<file path="src/rtl/rtc_flag_pkg.sv">
package rtc_flag_pkg;
   localparam int unsigned REG_AW = 4;

   localparam logic [REG_AW-1:0] OFS_CTRL  = 4'h0;
   localparam logic [REG_AW-1:0] OFS_STAT  = 4'h4;
   localparam logic [REG_AW-1:0] OFS_KEY   = 4'h8;
   localparam logic [REG_AW-1:0] OFS_SHIFT = 4'hC;

   // status word bit positions
   localparam int unsigned ST_SHIFT_PEND = 3;
   localparam int unsigned ST_CAL_OK     = 4;
   localparam int unsigned ST_UNLOCKED   = 5;
   localparam int unsigned ST_INIT       = 7;
   localparam int unsigned ST_EVT_LO     = 8;
   localparam int unsigned ST_FREE_HI    = 13;

   localparam int unsigned N_WFLAG = 3;

   localparam logic [7:0] KEY_FIRST  = 8'hCA;
   localparam logic [7:0] KEY_SECOND = 8'h53;

   typedef enum logic [1:0] {
      PROT_LOCKED = 2'd0,
      PROT_HALF   = 2'd1,
      PROT_OPEN   = 2'd2
   } prot_state_e;
endpackage

</file>
<file path="src/rtl/rtc_wprot.sv">
module rtc_wprot
   import rtc_flag_pkg::*;
(
   input  logic       clk,
   input  logic       rst_n,
   input  logic       key_wr,
   input  logic       other_wr,
   input  logic [7:0] key_data,
   output logic       unlocked
);
   prot_state_e state_q, state_d;

   always_comb begin
      state_d = state_q;
      if (key_wr) begin
         if (key_data == KEY_FIRST)
            state_d = PROT_HALF;
         else if (state_q == PROT_HALF && key_data == KEY_SECOND)
            state_d = PROT_OPEN;
         else
            state_d = PROT_LOCKED;
      end else if (other_wr && state_q == PROT_HALF) begin
         state_d = PROT_LOCKED;
      end
   end

   always_ff @(posedge clk or negedge rst_n) begin
      if (!rst_n) state_q <= PROT_LOCKED;
      else        state_q <= state_d;
   end

   assign unlocked = (state_q == PROT_OPEN);

   // unlocking only ever follows a second-key write
   assert_unlock_seq_R9: assert property (@(posedge clk) disable iff (!rst_n)
      $rose(unlocked) |-> $past(key_wr && key_data == KEY_SECOND));

   // a wrong key always relocks
   assert_relock_R9: assert property (@(posedge clk) disable iff (!rst_n)
      (key_wr && key_data != KEY_FIRST && key_data != KEY_SECOND) |=> !unlocked);
endmodule

</file>
<file path="src/rtl/rtc_wflag_sync.sv">
module rtc_wflag_sync #(
   parameter int unsigned SYNC_STAGES   = 2,
   parameter bit          FORCE_IN_INIT = 1'b1
) (
   input  logic clk,
   input  logic rst_n,
   input  logic en_i,
   input  logic init_i,
   output logic wf_o
);
   localparam int unsigned PIPE = SYNC_STAGES - 1;

   initial assert (SYNC_STAGES >= 2) else $fatal(1, "SYNC_STAGES must be at least 2");

   logic [PIPE-1:0] pipe_q;
   logic            block;
   logic            wf_q;

   generate
      if (PIPE == 1) begin : g_one
         always_ff @(posedge clk or negedge rst_n) begin
            if (!rst_n) pipe_q <= '0;
            else        pipe_q[0] <= ~en_i;
         end
      end else begin : g_many
         always_ff @(posedge clk or negedge rst_n) begin
            if (!rst_n)    pipe_q <= '0;
            else if (en_i) pipe_q <= '0;
            else           pipe_q <= {pipe_q[PIPE-2:0], 1'b1};
         end
      end

      if (FORCE_IN_INIT) begin : g_force
         assign block = init_i;
         // initialisation mode drops the flag on the next cycle
         assert_init_low_R6: assert property (@(posedge clk) disable iff (!rst_n)
            init_i |=> !wf_o);
      end else begin : g_free
         assign block = 1'b0;
      end
   endgenerate

   always_ff @(posedge clk or negedge rst_n) begin
      if (!rst_n) wf_q <= 1'b0;
      else        wf_q <= pipe_q[PIPE-1] & ~en_i & ~block;
   end

   assign wf_o = wf_q;

   // setting the enable removes permission one cycle later
   assert_drop_R4: assert property (@(posedge clk) disable iff (!rst_n)
      en_i |=> !wf_o);

   // permission only appears while the enable was clear
   assert_rise_R5: assert property (@(posedge clk) disable iff (!rst_n)
      $rose(wf_o) |-> $past(!en_i));
endmodule

</file>
<file path="src/rtl/rtc_evt_flag.sv">
module rtc_evt_flag #(
   parameter int unsigned CLR_LAT = 2
) (
   input  logic clk,
   input  logic rst_n,
   input  logic set_i,
   input  logic clr_wr_i,
   output logic flag_o
);
   initial assert (CLR_LAT >= 1) else $fatal(1, "CLR_LAT must be at least 1");

   logic [CLR_LAT-1:0] clr_pipe_q;
   logic               flag_q;

   generate
      if (CLR_LAT == 1) begin : g_direct
         always_ff @(posedge clk or negedge rst_n) begin
            if (!rst_n) clr_pipe_q <= '0;
            else        clr_pipe_q[0] <= clr_wr_i;
         end
      end else begin : g_chain
         always_ff @(posedge clk or negedge rst_n) begin
            if (!rst_n) clr_pipe_q <= '0;
            else        clr_pipe_q <= {clr_pipe_q[CLR_LAT-2:0], clr_wr_i};
         end
      end
   endgenerate

   always_ff @(posedge clk or negedge rst_n) begin
      if (!rst_n)                       flag_q <= 1'b0;
      else if (set_i)                   flag_q <= 1'b1;
      else if (clr_pipe_q[CLR_LAT-1])   flag_q <= 1'b0;
   end

   assign flag_o = flag_q;

   // a hardware event always lands
   assert_set_R7: assert property (@(posedge clk) disable iff (!rst_n)
      set_i |=> flag_o);

   // the flag never rises without an event
   assert_no_spurious_R7: assert property (@(posedge clk) disable iff (!rst_n)
      (!flag_o && !set_i) |=> !flag_o);
endmodule

</file>
<file path="src/rtl/rtc_shift_ctl.sv">
module rtc_shift_ctl #(
   parameter int unsigned LAT   = 3,
   parameter int unsigned AMT_W = 15
) (
   input  logic             clk,
   input  logic             rst_n,
   input  logic             req_i,
   input  logic [AMT_W-1:0] amt_i,
   output logic             pending_o,
   output logic             strobe_o,
   output logic [AMT_W-1:0] amt_o
);
   localparam int unsigned CW = (LAT > 2) ? $clog2(LAT) : 1;

   initial assert (LAT >= 2) else $fatal(1, "LAT must be at least 2");

   logic             pend_q;
   logic [CW-1:0]    cnt_q;
   logic [AMT_W-1:0] amt_q;

   always_ff @(posedge clk or negedge rst_n) begin
      if (!rst_n) begin
         pend_q <= 1'b0;
         cnt_q  <= '0;
         amt_q  <= '0;
      end else if (req_i && !pend_q) begin
         pend_q <= 1'b1;
         cnt_q  <= CW'(LAT - 1);
         amt_q  <= amt_i;
      end else if (pend_q) begin
         if (cnt_q == '0) pend_q <= 1'b0;
         else             cnt_q  <= cnt_q - 1'b1;
      end
   end

   assign pending_o = pend_q;
   assign strobe_o  = pend_q && (cnt_q == '0);
   assign amt_o     = amt_q;

   // an accepted request is pending after the edge
   assert_accept_R2: assert property (@(posedge clk) disable iff (!rst_n)
      (req_i && !pending_o) |=> pending_o);

   // the application strobe ends the pending state
   assert_finish_R2: assert property (@(posedge clk) disable iff (!rst_n)
      strobe_o |=> !pending_o);

   // a request during a pending shift leaves the amount untouched
   assert_busy_R2: assert property (@(posedge clk) disable iff (!rst_n)
      (req_i && pending_o) |=> $stable(amt_o));
endmodule

</file>
<file path="src/rtl/rtc_flag_ctrl.sv">
module rtc_flag_ctrl
   import rtc_flag_pkg::*;
#(
   parameter int unsigned DATA_W      = 32,
   parameter int unsigned YEAR_W      = 8,
   parameter int unsigned SHIFT_W     = 15,
   parameter int unsigned N_EVT       = 4,
   parameter int unsigned SYNC_STAGES = 2,
   parameter int unsigned CLR_LAT     = 2,
   parameter int unsigned SHIFT_LAT   = 3
) (
   input  logic               clk,
   input  logic               rst_n,
   input  logic               bus_sel,
   input  logic               bus_enable,
   input  logic               bus_write,
   input  logic [REG_AW-1:0]  bus_addr,
   input  logic [DATA_W-1:0]  bus_wdata,
   output logic [DATA_W-1:0]  bus_rdata,
   input  logic [YEAR_W-1:0]  year_val,
   input  logic [N_EVT-1:0]   evt_set,
   output logic               alarm_a_en,
   output logic               alarm_b_en,
   output logic               wakeup_en,
   output logic               init_mode,
   output logic [N_EVT-1:0]   evt_flags,
   output logic               shift_strobe,
   output logic [SHIFT_W-1:0] shift_amt
);
   localparam int unsigned ST_W = 16;

   initial begin
      assert (DATA_W >= ST_W) else $fatal(1, "DATA_W too narrow");
      assert (SHIFT_W <= DATA_W) else $fatal(1, "SHIFT_W exceeds DATA_W");
      assert (N_EVT >= 1 && N_EVT <= ST_FREE_HI - ST_EVT_LO + 1)
         else $fatal(1, "N_EVT out of range");
   end

   logic               wr, wr_ctrl, wr_stat, wr_key, wr_shift;
   logic               unlocked;
   logic [N_WFLAG-1:0] ctrl_en_q;
   logic               init_q;
   logic [N_WFLAG-1:0] wflag;
   logic               shift_pending;
   logic [ST_W-1:0]    rd_stat;
   logic               unused_wdata;

   assign wr       = bus_sel && bus_enable && bus_write;
   assign wr_ctrl  = wr && (bus_addr == OFS_CTRL);
   assign wr_stat  = wr && (bus_addr == OFS_STAT);
   assign wr_key   = wr && (bus_addr == OFS_KEY);
   assign wr_shift = wr && (bus_addr == OFS_SHIFT);
   assign unused_wdata = ^bus_wdata;

   rtc_wprot u_prot (
      .clk      (clk),
      .rst_n    (rst_n),
      .key_wr   (wr_key),
      .other_wr (wr && !wr_key),
      .key_data (bus_wdata[7:0]),
      .unlocked (unlocked)
   );

   // protected control fields
   always_ff @(posedge clk or negedge rst_n) begin
      if (!rst_n) begin
         ctrl_en_q <= '0;
         init_q    <= 1'b0;
      end else begin
         if (wr_ctrl && unlocked) ctrl_en_q <= bus_wdata[N_WFLAG-1:0];
         if (wr_stat && unlocked) init_q    <= bus_wdata[ST_INIT];
      end
   end

   generate
      for (genvar i = 0; i < N_WFLAG; i++) begin : g_wflag
         rtc_wflag_sync #(
            .SYNC_STAGES   (SYNC_STAGES),
            .FORCE_IN_INIT (i < 2)
         ) u_wf (
            .clk    (clk),
            .rst_n  (rst_n),
            .en_i   (ctrl_en_q[i]),
            .init_i (init_q),
            .wf_o   (wflag[i])
         );
      end

      for (genvar e = 0; e < N_EVT; e++) begin : g_evt
         rtc_evt_flag #(.CLR_LAT(CLR_LAT)) u_evt (
            .clk      (clk),
            .rst_n    (rst_n),
            .set_i    (evt_set[e]),
            .clr_wr_i (wr_stat && !bus_wdata[ST_EVT_LO + e]),
            .flag_o   (evt_flags[e])
         );
      end
   endgenerate

   rtc_shift_ctl #(.LAT(SHIFT_LAT), .AMT_W(SHIFT_W)) u_shift (
      .clk       (clk),
      .rst_n     (rst_n),
      .req_i     (wr_shift && unlocked),
      .amt_i     (bus_wdata[SHIFT_W-1:0]),
      .pending_o (shift_pending),
      .strobe_o  (shift_strobe),
      .amt_o     (shift_amt)
   );

   always_comb begin
      rd_stat = '0;
      rd_stat[N_WFLAG-1:0]           = wflag;
      rd_stat[ST_SHIFT_PEND]         = shift_pending;
      rd_stat[ST_CAL_OK]             = |year_val;
      rd_stat[ST_UNLOCKED]           = unlocked;
      rd_stat[ST_INIT]               = init_q;
      rd_stat[ST_EVT_LO +: N_EVT]    = evt_flags;
   end

   always_comb begin
      bus_rdata = '0;
      case (bus_addr)
         OFS_CTRL:  bus_rdata[N_WFLAG-1:0] = ctrl_en_q;
         OFS_STAT:  bus_rdata[ST_W-1:0]    = rd_stat;
         OFS_SHIFT: bus_rdata[SHIFT_W-1:0] = shift_amt;
         default:   bus_rdata = '0;
      endcase
   end

   assign alarm_a_en = ctrl_en_q[0];
   assign alarm_b_en = ctrl_en_q[1];
   assign wakeup_en  = ctrl_en_q[2];
   assign init_mode  = init_q;

   // locked control writes leave the enables alone
   assert_locked_ctrl_R8: assert property (@(posedge clk) disable iff (!rst_n)
      (wr_ctrl && !unlocked) |=> $stable(ctrl_en_q));

   // locked status writes leave initialisation mode alone
   assert_locked_init_R8: assert property (@(posedge clk) disable iff (!rst_n)
      (wr_stat && !unlocked) |=> $stable(init_mode));
endmodule

</file>
<file path="config.mk">
export PLATFORM = sky130hd
export DESIGN_NAME = rtc_flag_ctrl
export DESIGN_NICKNAME = d
export VERILOG_FILES = /design/src/rtl/rtc_flag_pkg.sv /design/src/rtl/rtc_wprot.sv /design/src/rtl/rtc_wflag_sync.sv /design/src/rtl/rtc_evt_flag.sv /design/src/rtl/rtc_shift_ctl.sv /design/src/rtl/rtc_flag_ctrl.sv
export SDC_FILE = /design/constraint.sdc
export NUM_CORES = 1
export LEC_CHECK = 0
export ABC_CLOCK_PERIOD_IN_PS = 2000
export BUFFER_PORTS_ARGS = -buffer_cell sky130_fd_sc_hd__buf_2
export CORE_MARGIN = 2
export CORE_UTILIZATION = 36
export DETAILED_ROUTE_END_ITERATION = 10
export PLACE_DENSITY = 0.73
export SLEW_MARGIN = 20
export SYNTH_ARGS = -nofsm -noshare
export SYNTH_HDL_FRONTEND = slang
export SYNTH_HIERARCHICAL = 1
export SYNTH_SLANG_ARGS = --single-unit
</file>
<file path="constraint.sdc">
create_clock -name clk -period 2 [get_ports clk]
set_input_delay 0.2 -clock clk [delete_from_list [all_inputs] [get_ports clk]]
set_output_delay 0.2 -clock clk [all_outputs]
set_load 0.05 [all_outputs]
</file>
## After elaboration in Yosys (flattened, before gate mapping)

Cells that the tools add are included.

- Flip-flop bits (word level): 42
- Bits of input ports: 53
- Output and inout bits: 56

- Add/sub/neg operators: 1
- Eq/ne operators: 8
- Muxes and demuxes: 20
- Bitwise logic cells: 9
- Reduce and logical (&&, ||, !) cells: 34

Operators by type and width:

| cell | count |
|---|---|
| $pmux W12 S2 | 1 |
| $logic_and A1 B1 Y1 | 18 |
| $mux W2 | 7 |
| $reduce_bool A2 Y1 | 6 |
| $mux W1 | 11 |
| $pmux W3 S3 | 1 |
| $eq A4 B4 Y1 const B | 2 |
| $eq A8 B7 Y1 const B | 1 |
| $eq A8 B8 Y1 const B | 1 |
| $reduce_or A8 Y1 | 1 |
| $logic_not A1 Y1 | 6 |
| $and A1 B1 Y1 | 5 |
| $eq A4 B3 Y1 const B | 1 |
| $logic_not A4 Y1 | 1 |
| $not A1 Y1 | 4 |
| $eq A2 B1 Y1 const B | 1 |
| $eq A2 B2 Y1 const B | 1 |
| $logic_not A2 Y1 | 1 |
| $ne A2 B1 Y1 const B | 1 |
| $reduce_and A2 Y1 | 1 |
| $sub A2 B1 Y2 const B | 1 |

## Longest topological paths before layout

Gate-level depths: netlist of run 1.

- Depth after elaboration: 8
- Depth in mapped cells: 8
- Gate-level depth less buffers: 7

## Modules after synthesis

The synthesis of run 1 kept the hierarchy.

By module, submodules not included:

| module | times used | cells each | area each (um^2) | sequential area each (um^2) |
|---|---|---|---|---|
| rtc_shift_ctl | 1 | 46 | 752.0 | 450.4 |
| rtc_flag_ctrl | 1 | 78 | 648.1 | 100.1 |
| rtc_evt_flag | 4 | 5 | 86.3 | 75.1 |
| rtc_wflag_sync (g_wflag[0].u_wf ...) | 2 | 4 | 66.3 | 50.0 |
| rtc_wprot | 1 | 13 | 126.4 | 50.0 |
| rtc_wflag_sync (g_wflag[2].u_wf) | 1 | 4 | 60.1 | 50.0 |

## Least setup slack after synthesis of run 1

Ideal clock, no wire load.

- Path kind: register -> register
- Start: register u_prot.state_q[1]
- End: register u_shift.amt_q[12], in the netlist u_shift/amt_o[12]
- Library setup time: 0.125 ns
- Arrival: 1.540 ns
- Path slack: 0.334 ns
- Stages on the path, launching flop included: 9
- Path buffers: 2
- Period minus slack after synthesis: 1.666 ns
- Cell sequence: dfrtp_1 inv_1 nor2_1 nand4_1 nor3_1 nor2b_1 buf_6 buf_12 mux2_4

- Cells in the longest elaborated chain, start to end: 3

Ends and longest elaborated chain:

| item | line | RTL |
|---|---|---|
| start, declared | rtc_wprot.sv:11 | `prot_state_e state_q, state_d;` |
| start signal, assigned | rtc_wprot.sv:29 | `else state_q <= state_d;` |
| $eq A2 B2 Y1 | rtc_wprot.sv:32 | `assign unlocked = (state_q == PROT_OPEN);` |
| named net rd_stat[5] | rtc_flag_ctrl.sv:45 | `logic [ST_W-1:0] rd_stat;` |
| $logic_and A1 B1 Y1 | rtc_flag_ctrl.sv:103 | `.req_i (wr_shift && unlocked),` |
| $logic_and A1 B1 Y1 | rtc_shift_ctl.sv:26 | `end else if (req_i && !pend_q) begin` |
| end signal, assigned | rtc_shift_ctl.sv:29 | `amt_q <= amt_i;` |
| end, declared | rtc_shift_ctl.sv:19 | `logic [AMT_W-1:0] amt_q;` |

The timed path passes the listed nets, and every way through them passes these cells.
A chain may end at the register's enable or synchronous reset.

## Final worst setup path of run 1

- Start: register u_prot.state_q[1]
- End: register u_shift.amt_q[13], in the netlist u_shift/amt_o[13]

Same word-level chain as after synthesis.

==> results of run 1 <==
-- stage by stage --
stage / utilization (%) / hold WS, ps / power, W
final: 46.08 / 67.13 / 0.002026
after global routing: 46.08 / 58.81 / 0.002132
after CTS: 46.08 / 59.23 / 0.002053
after detailed placement: 44.51 / 203.4 / 0.001541
after global placement: 44.51 / 190.2 / 0.001521
after floorplan: - / -95.59 / 0.001400
-- final cells by class --
class | count | area, µm² | share of cell area [%]
Timing Repair Buffer | 83 | 452.9 | 17.85
Multi-Input combinational cell | 105 | 822.0 | 32.40
Sequential cell | 42 | 1051 | 41.42
Clock buffer | 7 | 76.32 | 3.008
Inverter | 12 | 45.04 | 1.775
Tap cell | 72 | 90.09 | 3.550
-- layer usage --
layer | wire, µm | part of all wire, %
met5 | 0 | 0
met1 | 1993 | 46
met2 | 2014 | 46
met4 | 52 | 1.2
met3 | 307 | 7.0
-- state kept, by name, indices dropped and copies added, names as in the netlist --
signal and count:
u_shift/cnt_q 2, u_prot/state_q 2, u_shift/amt_o 15, g_evt.u_evt/clr_pipe_q 8
g_evt.u_evt/flag_o 4, u_shift/pending_o 1, ctrl_en_q 3, g_wflag.u_wf/wf_o 3
g_wflag.u_wf/pipe_q 3, init_mode 1
-- what timing repair did --
action / in CTS / in global routing
hold buffers: 1 / 0
endpoints found under the hold margin: 20 / 0
setup buffers: 0 / 0
-- layout by cell type, fill, tap and decap left out, drive strengths merged, types with 3 or more instances in the layout --
| cell | instances |
|---|---|
| and2 | 8 |
| nand3 | 6 |
| nor2 | 8 |
| dfrtp | 42 |
| a21o | 4 |
| nor2b | 3 |
| mux2i | 3 |
| o21ai | 4 |
| a22o | 8 |
| inv | 12 |
| mux2 | 19 |
| clkbuf | 7 |
| buf | 82 |
| nand2 | 6 |
| conb | 17 |
-- logic make-up after synthesis --
| kind of cell | Yosys count |
|---|---|
| simple gates | 44 |
| buf+inv | 38 |
| compound gates | 21 |
| mux | 22 |
| fa+ha+maj | 1 |
| flops | 42 |
| other cells | 1 |
-- power breakdown --
group          internal, W  switching [W]  total [W]
clock             0.000240       0.000265   0.000505
sequential        0.000931      0.0000521   0.000983
combinational     0.000178       0.000361   0.000538
-- worst paths after layout --
check | endpoint | slack, ps | depth (start not counted) | from
worst max-delay path | u_shift/amt_o[13] | 160 | 7 | u_prot/state_q[1]
worst min-delay path | g_evt[0].u_evt/clr_pipe_q[0] | 70 | 2 | bus_wdata[8]
worst max register to register | u_shift/amt_o[13] | 160 | 7 | u_prot/state_q[1]
worst min register to register | g_evt[1].u_evt/clr_pipe_q[1] | 350 | 0 | g_evt[1].u_evt/clr_pipe_q[0]
max in group asynchronous | u_shift/amt_o[11] | 1120 | 3 | rst_n
min in group asynchronous | u_shift/cnt_q[0] | 400 | 2 | rst_n
==> flow_summary.json, run 1 <==
{
  "fin_crit_ps": 1841,
  "synthSimpleGateAreaFrac_pct": 13.76,
  "placedCellCount": 313,
  "area_growth_pct": 22.91,
  "avgRoutedWirePerCell_um": 13.60,
  "cp-start-kind": "flop",
  "ys_async_sr_fraction_pct": 100.0,
  "totalWireLength_um": 4367,
  "ys_types": 36,
  "first_iter_violations": 74,
  "synth_area_leaders": "dfrtp_1, mux2_4, buf_4",
  "cpPeakStageDelay_ps": 360,
  "grt_max_degree": 23,
  "synthCells": 169,
  "fmax_mhz": 543.1,
  "fp-row-count": 27,
  "synthFlopType": "dfrtp_1",
  "ir_drop_mv": 0.3013,
  "hp-class": "in2reg",
  "cts_tree": "done",
  "synth_edf_count": 0,
  "cts_buffers": 5,
  "synth_warnings": 6,
  "final_cells": 321,
  "viasPerCell": 4.620,
  "layout_setup_ws_ps": 158.8,
  "drv_slew": 0,
  "cts_htree_levels": 2,
  "synth_xor_area_share_pct": 0,
  "synthMuxAreaShare_pct": 14.18,
  "setup_tns_ps": 0,
  "dr.pass1.iters": 4,
  "io_buffers": 74,
  "cpMaxStageDelayCell": "dfrtp_1",
  "path_clk_slew_ps": 70,
  "setup_violations": 0,
  "cp_max_fo": 8,
  "route.vias.total": 1483,
  "hold_viol": 0,
  "syn-cell-area_um2": 2064,
  "fin_nets": 303,
  "io_pins": 109,
  "drive_above_1_share_pct": 44.98,
  "drc": 0,
  "synth_compound_area_share_pct": 8.061,
  "gr-total-overflow": 0,
  "powerDensity_nw_per_um2": 798.6,
  "skew_ps": 4.727,
  "crit_type": "reg2reg",
  "synthAdderAreaFrac_pct": 0.6061,
  "placeableCoreArea_um2": 5507,
  "crit_buf_inv": 2,
  "synth_top_cell_by_area": "dfrtp_1",
  "ys_seq_area_share_pct": 50.91,
  "die_y_um": 79.73,
  "cts.sinks": 42,
  "antenna_cells": 0,
  "cp_top_family": "simple AND/OR/NAND/NOR gates",
  "n_fill_cell": 516,
  "rsz0062_at_grt": "false",
  "place_congestion": 0.6922,
  "yosysMostFrequentCell": "dfrtp_1",
  "status": "finished, final reports clean",
  "grt_pass1_wl_um": 6699,
  "cts_resized": 0,
  "hpwl_um": 3405,
  "dpl_cell_area_um2": 2451,
  "die-area_um2": 6356,
  "end_kind": "flop",
  "synth_common_cells": "dfrtp_1, buf_4, mux2_4, inv_1",
  "initial_core_util_pct": 37.49,
  "synth.top_cell.area_share_pct": 50.91,
  "ys_ff_latch": 42,
  "dp_slack_ps": 158.5,
  "antenna_found_initial": 0,
  "grt_pass1_vias": 1364,
  "clk_latency_ps": 290,
  "ant_nets": 0,
  "synth_top_family_by_area": "multiplexers",
  "met1_usage_pct": 18.84,
  "p_leak_nw": 1.340,
  "use_met3_pct": 3.846,
  "die_w_um": 79.73,
  "grt.busiest_layer": "met2",
  "syn_avg_cell_area_um2": 12.22,
  "cap_violations": 0,
  "post-route-period-util_pct": 92.06,
  "path_cells": "inv_1 > nor2_1 > nand4_1 > nor3_1 > nor2b_2 > buf_4 > mux2_2",
  "clock-root-buffer": "clkbuf_8",
  "grtUsageMet2_pct": 22.69,
  "grt_usage_pct": 14.25,
  "crit_required_ps": 2180,
  "arrival_ps": 2020,
  "fin_area_um2": 2537,
  "cts_buffer_depth": 2
}
No activity file was read; power rests on OpenSTA's default activity.
==> run 2, diff against run 1 <==
- PLACE_DENSITY: 0.73 -> 0.74
- SYNTH_HIERARCHICAL: 1 -> unset
==> run 2 against run 1 <==
Clock skew is 1.8 ps higher; count of clock-buffer cells in the layout fell by 1; total power shrank 23%; via count down 0.27%; area after synthesis is 2.6% lower; combinational power is 64% lower; wire length fell by 2.1%; design area fell by 2.5%; first-iteration DRC count down 15%; hold slack improved by 4.7 ps; worst setup slack improved by 240 ps; critical endpoint is now bus_rdata[5]; largest power group unchanged.
==> flow_summary.json, run 2 <==
{
  "synth_top_cell_by_area": "dfrtp_1",
  "die_y_um": 78.74,
  "powerDensity_nw_per_um2": 630.8,
  "power_frac_seq_pct": 54.6,
  "drv_slew": 0,
  "layout_setup_ws_ps": 395.6,
  "post_cts_buffers": 0,
  "min_delay_path_depth": 2,
  "p_int_w": 0.001139,
  "cts.sinks": 42,
  "layout_common_cells": "buf_2, dfrtp_1, mux2_2",
  "crit_type": "reg2out",
  "rsz0062_at_grt": "false",
  "avgRoutedWirePerCell_um": 13.62,
  "final_common_cell": "buf_2",
  "grt_usage_pct": 14.66,
  "arrival_ps": 1400,
  "clock-root-buffer": "clkbuf_8",
  "post-route-period-util_pct": 80.22,
  "holdBufCountCts": 1,
  "dr.pass1.iters": 4,
  "syn-cell-area_um2": 2011,
  "synth_edf_count": 0,
  "fin_crit_ps": 1604,
  "antenna_found_initial": 0,
  "ant_nets": 0,
  "area_growth_pct": 23.02,
  "crit_required_ps": 1800,
  "die-area_um2": 6199,
  "setup_tns_ps": 0,
  "rr_worst_depth": 4,
  "cts_htree_levels": 2,
  "gr-total-overflow": 0,
  "cp_max_fo": 5,
  "largest_reg_flops": 15,
  "dp_slack_ps": 339.8,
  "drc": 0,
  "cts_buffers": 5,
  "pwr-share-clk_pct": 32.9,
  "max-slew-margin-rel_pct": 58.57,
  "initial_core_util_pct": 36.97,
  "cp-start-kind": "flop",
  "use_met3_pct": 3.636,
  "skew_ps": 6.532,
  "route.vias.total": 1479,
  "ys_ff_latch": 42,
  "synth_area_leaders": "dfrtp_1, mux2_2, buf_4",
  "tightest_slew_ps": 621.4,
  "p_switching_w": 0.0004213,
  "status": "finished, final reports clean",
  "synth.top_cell.area_share_pct": 52.27,
  "fin_nets": 296,
  "synthCells": 164,
  "cap_violations": 0,
  "end_kind": "primary output",
  "clk_latency_ps": 290,
  "io_pins": 109,
  "grt.busiest_layer": "met2",
  "cts_buffer_depth": 2,
  "cts_tree": "done",
  "totalWireLength_um": 4276,
  "hold_viol": 0,
  "p_sw_share_pct": 27.00,
  "placeableCoreArea_um2": 5439,
  "grtUsageMet2_pct": 23.16,
  "grt_pass1_vias": 1426,
  "place_congestion": 0.7554,
  "p_leak_nw": 1.280,
  "power_w": 0.001560,
  "combPwrFrac_pct": 12.6,
  "yosysMostFrequentCell": "dfrtp_1",
  "ys_seq_area_share_pct": 52.27,
  "grt_max_degree": 29,
  "io_buffers": 74,
  "cts_resized": 0,
  "syn_avg_cell_area_um2": 12.26,
  "ys_types": 32,
  "fp-row-count": 27,
  "met1_usage_pct": 19.85,
  "grt_pass1_wl_um": 7086,
  "synth_common_cells": "dfrtp_1, buf_4, mux2_2, inv_1",
  "antenna_cells": 0,
  "hpwl_um": 3182,
  "hp-class": "in2reg",
  "ys_async_sr_fraction_pct": 100.0,
  "synthFlopType": "dfrtp_1",
  "viasPerCell": 4.710,
  "setup_violations": 0,
  "fmax_mhz": 623.3,
  "synth_warnings": 0,
  "first_iter_violations": 63,
  "die_w_um": 78.74,
  "drive_above_1_share_pct": 44.63,
  "path_clk_slew_ps": 80,
  "ir_drop_mv": 0.4220
}
-- run 2: final timing paths --
| path | from | end | slack [ps] |
|---|---|---|---|
| setup reg to reg | u_prot.state_q[0] | u_shift.amt_o[7] | 400 |
| max in group asynchronous | rst_n | g_evt[0].u_evt.flag_o | 960 |
| setup / recovery | u_prot.state_q[1] | bus_rdata[5] | 400 |
| hold reg to reg | g_evt[0].u_evt.clr_pipe_q[0] | g_evt[0].u_evt.clr_pipe_q[1] | 350 |
| hold / removal | bus_wdata[11] | g_evt[3].u_evt.clr_pipe_q[0] | 70 |
| min in group asynchronous | rst_n | g_wflag[1].u_wf.pipe_q | 480 |
-- run 2: layout make-up --
class,count,area [µm²]
Fill cell,543,2965
Sequential cell,42,1051
Multi-Input combinational cell,104,800.8
Timing Repair Buffer,80,417.9
Tap cell,72,90.09
Clock buffer,6,72.57
Inverter,9,33.78
Clock inverter,1,7.507
-- run 2: metal layers --
metal	vias to the layer above	wire, µm
li1	697	-
met1	709	1900
met2	68	2022
met3	5	314
met4	0	38
met5	-	0
-- run 2: power by group through the flow --
stage / clock network, W / registers [W] / logic, W
6_report: 0.000513 / 0.000851 / 0.000196
4_1_cts: 0.000534 / 0.000851 / 0.000198
5_1_grt: 0.000564 / 0.000852 / 0.000211
3_5_place_dp: 0 / 0.000868 / 0.000196
3_3_place_gp: 0 / 0.000868 / 0.000194
2_1_floorplan: 0 / 0.000872 / 0.000144
-- run 2: kinds of logic after synthesis --
family                   count (synthesis)  synth area share, %
AO/OA/AOI/OAI                           20                7.716
adder cells (fa/ha/maj)                  1               0.6222
other                                    1               0.1865
multiplexers                            23                12.69
buffers and inverters                   34                10.89
flip-flops                              42                52.27
AND/OR/NAND/NOR                         43                15.62
-- run 2: through the flow --
step	instance area [µm²]	cells	hold slack, ps	util [%]
floorplan	2071	180	-95.59	-
global placement	2384	306	242.6	43.82
detailed placement	2384	306	247.0	43.82
CTS	2474	314	64.79	45.48
global route	2474	314	66.57	45.48
finish	2474	314	71.85	45.48
-- run 2: critical path: stages (launching register included) --
cell and delay (ps):
dfrtp_1 410, nor2b_1 280, a22o_1 180, buf_2 260
